File: src/rtl/dram_arb_pkg.sv
package dram_arb_pkg;

    localparam int ADDR_W = 16;
    localparam int ROW_W  = 8;
    localparam int DATA_W = 8;

    typedef enum logic [1:0] {
        GNT_NONE = 2'd0,
        GNT_REF  = 2'd1,
        GNT_ACQ  = 2'd2,
        GNT_CPU  = 2'd3
    } grant_t;

    typedef enum logic [1:0] {
        ST_IDLE = 2'd0,
        ST_ROW  = 2'd1,
        ST_COL  = 2'd2,
        ST_PRE  = 2'd3
    } seq_state_t;

    typedef struct packed {
        logic [ADDR_W-1:0] addr;
        logic [DATA_W-1:0] data;
        logic              wr;
    } mem_op_t;

    function automatic logic [ROW_W-1:0] row_half(input logic [ADDR_W-1:0] a);
        return a[ADDR_W-1 -: ROW_W];
    endfunction

    function automatic logic [ROW_W-1:0] col_half(input logic [ADDR_W-1:0] a);
        return a[ROW_W-1:0];
    endfunction

endpackage

File: src/rtl/refresh_timer.sv
module refresh_timer
    import dram_arb_pkg::*;
#(
    parameter int INTERVAL = 64
) (
    input  logic             clk,
    input  logic             rst,
    input  logic             ref_taken,
    input  logic             ref_done,
    output logic             ref_pend,
    output logic [ROW_W-1:0] ref_row
);
    localparam int CNT_W = (INTERVAL > 1) ? $clog2(INTERVAL) : 1;

    logic [CNT_W-1:0] tick_cnt;
    logic             tick;

    assign tick = (tick_cnt == CNT_W'(INTERVAL - 1));

    always_ff @(posedge clk) begin
        if (rst) begin
            tick_cnt <= '0;
            ref_pend <= 1'b0;
            ref_row  <= '0;
        end else begin
            tick_cnt <= tick ? '0 : tick_cnt + 1'b1;
            ref_pend <= tick | (ref_pend & ~ref_taken);
            if (ref_done)
                ref_row <= ref_row + 1'b1;
        end
    end

    AST_ROW_STEP: assert property (@(posedge clk) disable iff (rst)
        ref_done |=> ref_row == $past(ref_row) + 1'b1) else $error("row step");

    AST_PEND_ON_TICK: assert property (@(posedge clk) disable iff (rst)
        tick |=> ref_pend) else $error("pend");

endmodule

File: src/rtl/sample_addr_counter.sv
module sample_addr_counter
    import dram_arb_pkg::*;
(
    input  logic              clk,
    input  logic              rst,
    input  logic              clr,
    input  logic              inc,
    output logic [ADDR_W-1:0] addr
);
    always_ff @(posedge clk) begin
        if (rst || clr)
            addr <= '0;
        else if (inc)
            addr <= addr + 1'b1;
    end

    AST_ADDR_STEP: assert property (@(posedge clk) disable iff (rst)
        (inc && !clr) |=> addr == $past(addr) + 1'b1) else $error("step");

    AST_ADDR_CLR: assert property (@(posedge clk) disable iff (rst)
        clr |=> addr == '0) else $error("clr");

    AST_ADDR_HOLD: assert property (@(posedge clk) disable iff (rst)
        (!inc && !clr) |=> $stable(addr)) else $error("hold");

endmodule

File: src/rtl/dram_sequencer.sv
module dram_sequencer
    import dram_arb_pkg::*;
(
    input  logic              clk,
    input  logic              rst,
    input  logic              ref_pend,
    input  logic [ROW_W-1:0]  ref_row,
    output logic              ref_taken,
    output logic              ref_done,
    input  logic              acq_req,
    input  logic [ADDR_W-1:0] acq_addr,
    input  logic [DATA_W-1:0] acq_data,
    output logic              acq_ack,
    input  logic              cpu_req,
    input  logic              cpu_we,
    input  logic [ADDR_W-1:0] cpu_addr,
    input  logic [DATA_W-1:0] cpu_wdata,
    output logic [DATA_W-1:0] cpu_rdata,
    output logic              cpu_ready,
    output logic [ROW_W-1:0]  mem_addr,
    output logic              mem_ras_n,
    output logic              mem_cas_n,
    output logic              mem_we_n,
    output logic [DATA_W-1:0] mem_dout,
    input  logic [DATA_W-1:0] mem_din
);
    seq_state_t state;
    grant_t     grant;
    mem_op_t    op;

    assign ref_taken = (state == ST_IDLE) && ref_pend;

    always_ff @(posedge clk) begin
        if (rst) begin
            state     <= ST_IDLE;
            grant     <= GNT_NONE;
            op        <= '0;
            cpu_rdata <= '0;
        end else begin
            case (state)
                ST_IDLE: begin
                    if (ref_pend) begin
                        grant <= GNT_REF;
                        op    <= '{addr: {ref_row, {(ADDR_W-ROW_W){1'b0}}}, data: '0, wr: 1'b0};
                        state <= ST_ROW;
                    end else if (acq_req) begin
                        grant <= GNT_ACQ;
                        op    <= '{addr: acq_addr, data: acq_data, wr: 1'b1};
                        state <= ST_ROW;
                    end else if (cpu_req) begin
                        grant <= GNT_CPU;
                        op    <= '{addr: cpu_addr, data: cpu_wdata, wr: cpu_we};
                        state <= ST_ROW;
                    end
                end
                ST_ROW:  state <= (grant == GNT_REF) ? ST_PRE : ST_COL;
                ST_COL: begin
                    if (grant == GNT_CPU && !op.wr)
                        cpu_rdata <= mem_din;
                    state <= ST_PRE;
                end
                default: begin
                    grant <= GNT_NONE;
                    state <= ST_IDLE;
                end
            endcase
        end
    end

    assign mem_ras_n = !(state == ST_ROW || state == ST_COL);
    assign mem_cas_n = !(state == ST_COL);
    assign mem_we_n  = !(state == ST_COL && op.wr);
    assign mem_addr  = (state == ST_COL) ? col_half(op.addr) : row_half(op.addr);
    assign mem_dout  = op.data;
    assign ref_done  = (state == ST_PRE) && (grant == GNT_REF);
    assign acq_ack   = (state == ST_PRE) && (grant == GNT_ACQ);
    assign cpu_ready = (state == ST_PRE) && (grant == GNT_CPU);

    AST_CAS_UNDER_RAS: assert property (@(posedge clk) disable iff (rst)
        !mem_cas_n |-> !mem_ras_n) else $error("cas w/o ras");

    AST_READY_AFTER_CAS: assert property (@(posedge clk) disable iff (rst)
        cpu_ready |-> $past(!mem_cas_n)) else $error("early ready");

    AST_ACK_AFTER_CAS: assert property (@(posedge clk) disable iff (rst)
        acq_ack |-> $past(!mem_cas_n)) else $error("early ack");

    AST_ONE_DONE: assert property (@(posedge clk) disable iff (rst)
        !(cpu_ready && acq_ack)) else $error("both done");

    AST_READY_PULSE: assert property (@(posedge clk) disable iff (rst)
        cpu_ready |=> !cpu_ready) else $error("ready pulse");

    AST_REF_RAS_ONLY: assert property (@(posedge clk) disable iff (rst)
        (ref_pend && state == ST_IDLE) |=> (!mem_ras_n ##1 (mem_cas_n && mem_we_n)))
        else $error("refresh cas");

    AST_ROW_THEN_COL: assert property (@(posedge clk) disable iff (rst)
        !mem_cas_n |-> $past(!mem_ras_n && mem_cas_n)) else $error("order");

endmodule

File: src/rtl/dram_arbiter.sv
module dram_arbiter
    import dram_arb_pkg::*;
#(
    parameter int REFRESH_INTERVAL = 64
) (
    input  logic              clk,
    input  logic              rst,
    input  logic              cpu_req,
    input  logic              cpu_we,
    input  logic [ADDR_W-1:0] cpu_addr,
    input  logic [DATA_W-1:0] cpu_wdata,
    output logic [DATA_W-1:0] cpu_rdata,
    output logic              cpu_ready,
    input  logic              acq_req,
    input  logic [DATA_W-1:0] acq_data,
    input  logic              acq_addr_clr,
    output logic              acq_ack,
    output logic [ROW_W-1:0]  mem_addr,
    output logic              mem_ras_n,
    output logic              mem_cas_n,
    output logic              mem_we_n,
    output logic [DATA_W-1:0] mem_dout,
    input  logic [DATA_W-1:0] mem_din
);
    logic              ref_pend, ref_taken, ref_done;
    logic [ROW_W-1:0]  ref_row;
    logic [ADDR_W-1:0] sample_addr;

    refresh_timer #(.INTERVAL(REFRESH_INTERVAL)) u_refresh (
        .clk(clk), .rst(rst),
        .ref_taken(ref_taken), .ref_done(ref_done),
        .ref_pend(ref_pend), .ref_row(ref_row)
    );

    sample_addr_counter u_sample_addr (
        .clk(clk), .rst(rst),
        .clr(acq_addr_clr), .inc(acq_ack),
        .addr(sample_addr)
    );

    dram_sequencer u_seq (
        .clk(clk), .rst(rst),
        .ref_pend(ref_pend), .ref_row(ref_row),
        .ref_taken(ref_taken), .ref_done(ref_done),
        .acq_req(acq_req), .acq_addr(sample_addr), .acq_data(acq_data), .acq_ack(acq_ack),
        .cpu_req(cpu_req), .cpu_we(cpu_we), .cpu_addr(cpu_addr), .cpu_wdata(cpu_wdata),
        .cpu_rdata(cpu_rdata), .cpu_ready(cpu_ready),
        .mem_addr(mem_addr), .mem_ras_n(mem_ras_n), .mem_cas_n(mem_cas_n),
        .mem_we_n(mem_we_n), .mem_dout(mem_dout), .mem_din(mem_din)
    );

endmodule

File: config.mk
export PLATFORM = sky130hd
export DESIGN_NAME = dram_arbiter
export DESIGN_NICKNAME = d
export VERILOG_FILES = /design/src/rtl/dram_arb_pkg.sv /design/src/rtl/refresh_timer.sv /design/src/rtl/sample_addr_counter.sv /design/src/rtl/dram_sequencer.sv /design/src/rtl/dram_arbiter.sv
export SDC_FILE = /design/constraint.sdc
export NUM_CORES = 1
export LEC_CHECK = 0
export ABC_AREA = 1
export BUFFER_PORTS_ARGS = -buffer_cell sky130_fd_sc_hd__buf_4
export CELL_PAD_IN_SITES_DETAIL_PLACEMENT = 1
export CELL_PAD_IN_SITES_GLOBAL_PLACEMENT = 2
export CORE_UTILIZATION = 29
export CTS_CLUSTER_SIZE = 28
export DETAILED_ROUTE_END_ITERATION = 7
export MAX_ROUTING_LAYER = met4
export PLACE_DENSITY_LB_ADDON = 0.1
export SLEW_MARGIN = 20
export SYNTH_ARGS = -nofsm -noshare
export SYNTH_HDL_FRONTEND = slang
export SYNTH_HIERARCHICAL = 1
export SYNTH_SLANG_ARGS = --single-unit
File: constraint.sdc
create_clock -name clk -period 2.1 [get_ports clk]
set_input_delay 0.105 -clock clk [delete_from_list [all_inputs] [get_ports clk]]
set_output_delay 0.105 -clock clk [all_outputs]
set_load 0.05 [all_outputs]
==> results.py <==
metrics = {
    "setup_path": {
        "slowest_stage": "dfxtp_1",
        "endpoint_kind": "output pin",
        "path_cells": "inv_1 > ha_2 > o21ai_0 > buf_4",
        "startpoint_type": "flop",
        "cpPeakStageDelay_ps": 390,
        "crit_arrival_ps": 1730,
        "worst-endpoint-required_ps": 2000,
        "r2r_start": "u_seq/state[1]",
        "crit_start": "u_seq/state[0]",
        "worstSetupPathType": "reg -> out",
        "crit_fanout": 20,
    },
    "power": {
        "leakagePower_nw": 2.089,
        "p_comb_share_pct": 40.1,
        "internal_power_w": 0.002962,
        "pwr-share-clk_pct": 27.4,
        "power.density_nw_per_um2": 1120,
        "ir_drop_mv": 0.3568,
        "p_sw_w": 0.002058,
        "seq_power_share_pct": 32.5,
        "switching_share_pct": 41.00,
    },
    "floorplan": {
        "die_area_um2": 12740,
        "die_x_um": 112.9,
        "core_area_um2": 12010,
        "start_util_pct": 29.67,
        "io_pins": 75,
        "row_count": 40,
        "die_y_um": 112.9,
    },
    "synth": {
        "yosys.area.top_type_share_pct": 38.20,
        "synth_mux_area_share_pct": 0,
        "yosysTopAreaCell": "dfxtp_1",
        "syn_nets": 616,
        "ys_ff_latch": 68,
        "netlist_area_um2": 3563,
        "synth_fa_ha_area_share_pct": 2.809,
        "avgSynthCellArea_um2": 6.341,
        "synth_ff_type": "dfxtp_1",
        "synthTopCellsByCount": "162 x nand2_1, 110 x nor2_1, 68 x dfxtp_1, 58 x inv_1, 51 x nand3_1",
        "yosys-top-cells-area": "dfxtp_1 38%, nand2_1 17%, nor2_1 12%",
        "synth_compound_area_share_pct": 7.163,
        "synth-xor-area-share_pct": 0.2458,
        "ys_types": 24,
        "synth.most_common_cell": "nand2_1",
        "postSynthCellCount": 562,
        "synthSimpleGateAreaFrac_pct": 40.10,
        "yosysWarnings": 6,
        "async_reset_ff_share_pct": 0,
        "synth_edf_count": 0,
        "synth_seq_area_share_pct": 38.20,
        "synth_top_family_by_area": "simple AND/OR/NAND/NOR gates",
    },
    "clock_network": {
        "cts_root_buf": "clkbuf_16",
        "post-cts-setup-buffer-count": 0,
        "cts-buffers-inserted": 9,
        "cts_hold_buf": 0,
        "ctsResizeCount": 0,
        "cts.sinks": 68,
        "clk_pin_slew_ps": 60,
        "cts_tree": "done",
        "htree_levels": 3,
        "clk_latency_ps": 330,
        "cts_buffer_depth": 2,
    },
    "sta": {
        "max_freq_ghz": 0.5456,
        "rsz0062_at_grt": "no",
        "post-route-min-period_ps": 1833,
        "slew_headroom_pct": 31.78,
        "hold_viol": 0,
        "skew_ps": 6.045,
        "setup_tns_ps": 0,
        "tightest_slew_ps": 1017,
        "timing.hold.ws_ps": 20.45,
        "setup_viol": 0,
        "finalMaxSlewViolations": 0,
        "min_period_over_period_pct": 87.28,
    },
    "place": {
        "dp_hpwl_mm": 7.773,
        "postPlaceCellArea_um2": 4215,
        "port_buffers": 74,
        "place.gp.congestion": 0.7557,
    },
    "global_route": {
        "grt_pass1_vias": 3542,
        "grtUsageTotal_pct": 18.19,
        "grt_pass1_wl_mm": 17.60,
        "grt_max_degree": 50,
        "antenna_found_initial": 0,
        "grt.overflow.total": 0,
    },
    "layout": {
        "drive_gt1_share_pct": 17.59,
        "nets": 680,
        "multi_input_area_um2": 1807,
        "regArea_um2": 1361,
        "fin_area_um2": 4482,
        "area_growth_pct": 25.77,
        "antenna_cells": 0,
        "fillers": 1583,
    },
    "detailed_routing": {
        "drt_wl_total_mm": 10.45,
        "ant_nets": 0,
        "vias": 3520,
        "viasPerCell": 4.524,
        "wl_per_cell_um": 13.43,
        "drt-pass1-iter-count": 6,
        "drt_iter0_drc": 126,
        "drc_errors": 0,
    },
    "hold_path": {
        "hold_class": "in -> reg",
        "min-delay-start": "rst",
    },
    "outcome": {
        "outcome": "finished, final reports clean",
    },
    "run": {
        "maxCapViolations": 0,
    },
}
==> worst paths after layout <==
| check | end | slack, ps | cells past startpoint |
|---|---|---|---|
| setup / recovery | mem_addr[7] | 270 | 4 |
| hold reg to reg | u_refresh/tick_cnt[4] | 450 | 2 |
| hold / removal | u_seq/op[0] | 20 | 2 |
| setup reg to reg | u_sample_addr/addr[12] | 300 | 8 |
==> flip-flops by register name, indices dropped and copies added, names as in the netlist <==
register and count:
u_seq/cpu_rdata 8, u_seq/grant 2, u_refresh/tick_cnt 6, u_refresh/ref_pend 1
u_refresh/ref_row 8, u_seq/op 17, u_seq/mem_dout 8, u_sample_addr/addr 16
u_seq/state 2
==> critical path: cells and delay by family, from the launching register on <==
| family | cells | cell delay [ps] |
|---|---|---|
| buffers and inverters | 2 | 370 |
| flip-flops | 1 | 390 |
| adder cells (fa/ha/maj) | 1 | 310 |
| AO/OA/AOI/OAI | 1 | 330 |
==> power by group through the flow <==
stage          clock network, W  logic (W)  registers (W)
3_3_place_gp                  0    0.00200        0.00165
5_1_grt                 0.00148    0.00224        0.00166
2_1_floorplan                 0    0.00155        0.00164
4_1_cts                 0.00143    0.00203        0.00164
6_report                0.00138    0.00201        0.00163
3_5_place_dp                  0    0.00203        0.00166
==> layout by cell type (no fill, tap or decap), types with 5 or more instances in the layout <==
cell       instances
ha_1               7
dfxtp_1           68
nand2_1          162
a21oi_1           21
buf_4             78
nor2_4             5
nor3_1             5
clkbuf_16          9
inv_1             58
nand3_1           51
nor2_1           110
o21ai_0           23
==> routing by layer <==
metal	global-route usage, %	share of wire (%)
met1	23.36	49
met2	29.09	47
met3	3.214	2.4
met4	5.789	1.0
met5	-	0
==> cell type report <==
type,count,area share (%)
timing repair buffer,80,13.96
clock buffer,14,5.667
multi-input combinational,403,40.31
sequential,68,30.37
tap,147,4.104
clock inverter,2,0.2233
inverter,64,5.360
==> through the flow <==
stage | setup WS (ps) | utilization (%) | total power, W | std cells
global route | 80.78 | 37.31 | 0.005383 | 778
finish | 267.1 | 37.31 | 0.005020 | 778
CTS | 105.0 | 37.29 | 0.005096 | 778
global placement | 305.5 | 35.09 | 0.003652 | 762
detailed placement | 121.2 | 35.09 | 0.003689 | 762
floorplan | 76.11 | - | 0.003184 | 562
==> logic make-up after synthesis <==
group,after synthesis
AND/OR/NAND/NOR,344
adder cells (fa/ha/maj),8
buffers and inverters,91
AO/OA/AOI/OAI,50
flip-flops,68
XOR/XNOR,1
(Power assumes the default switching activity.)
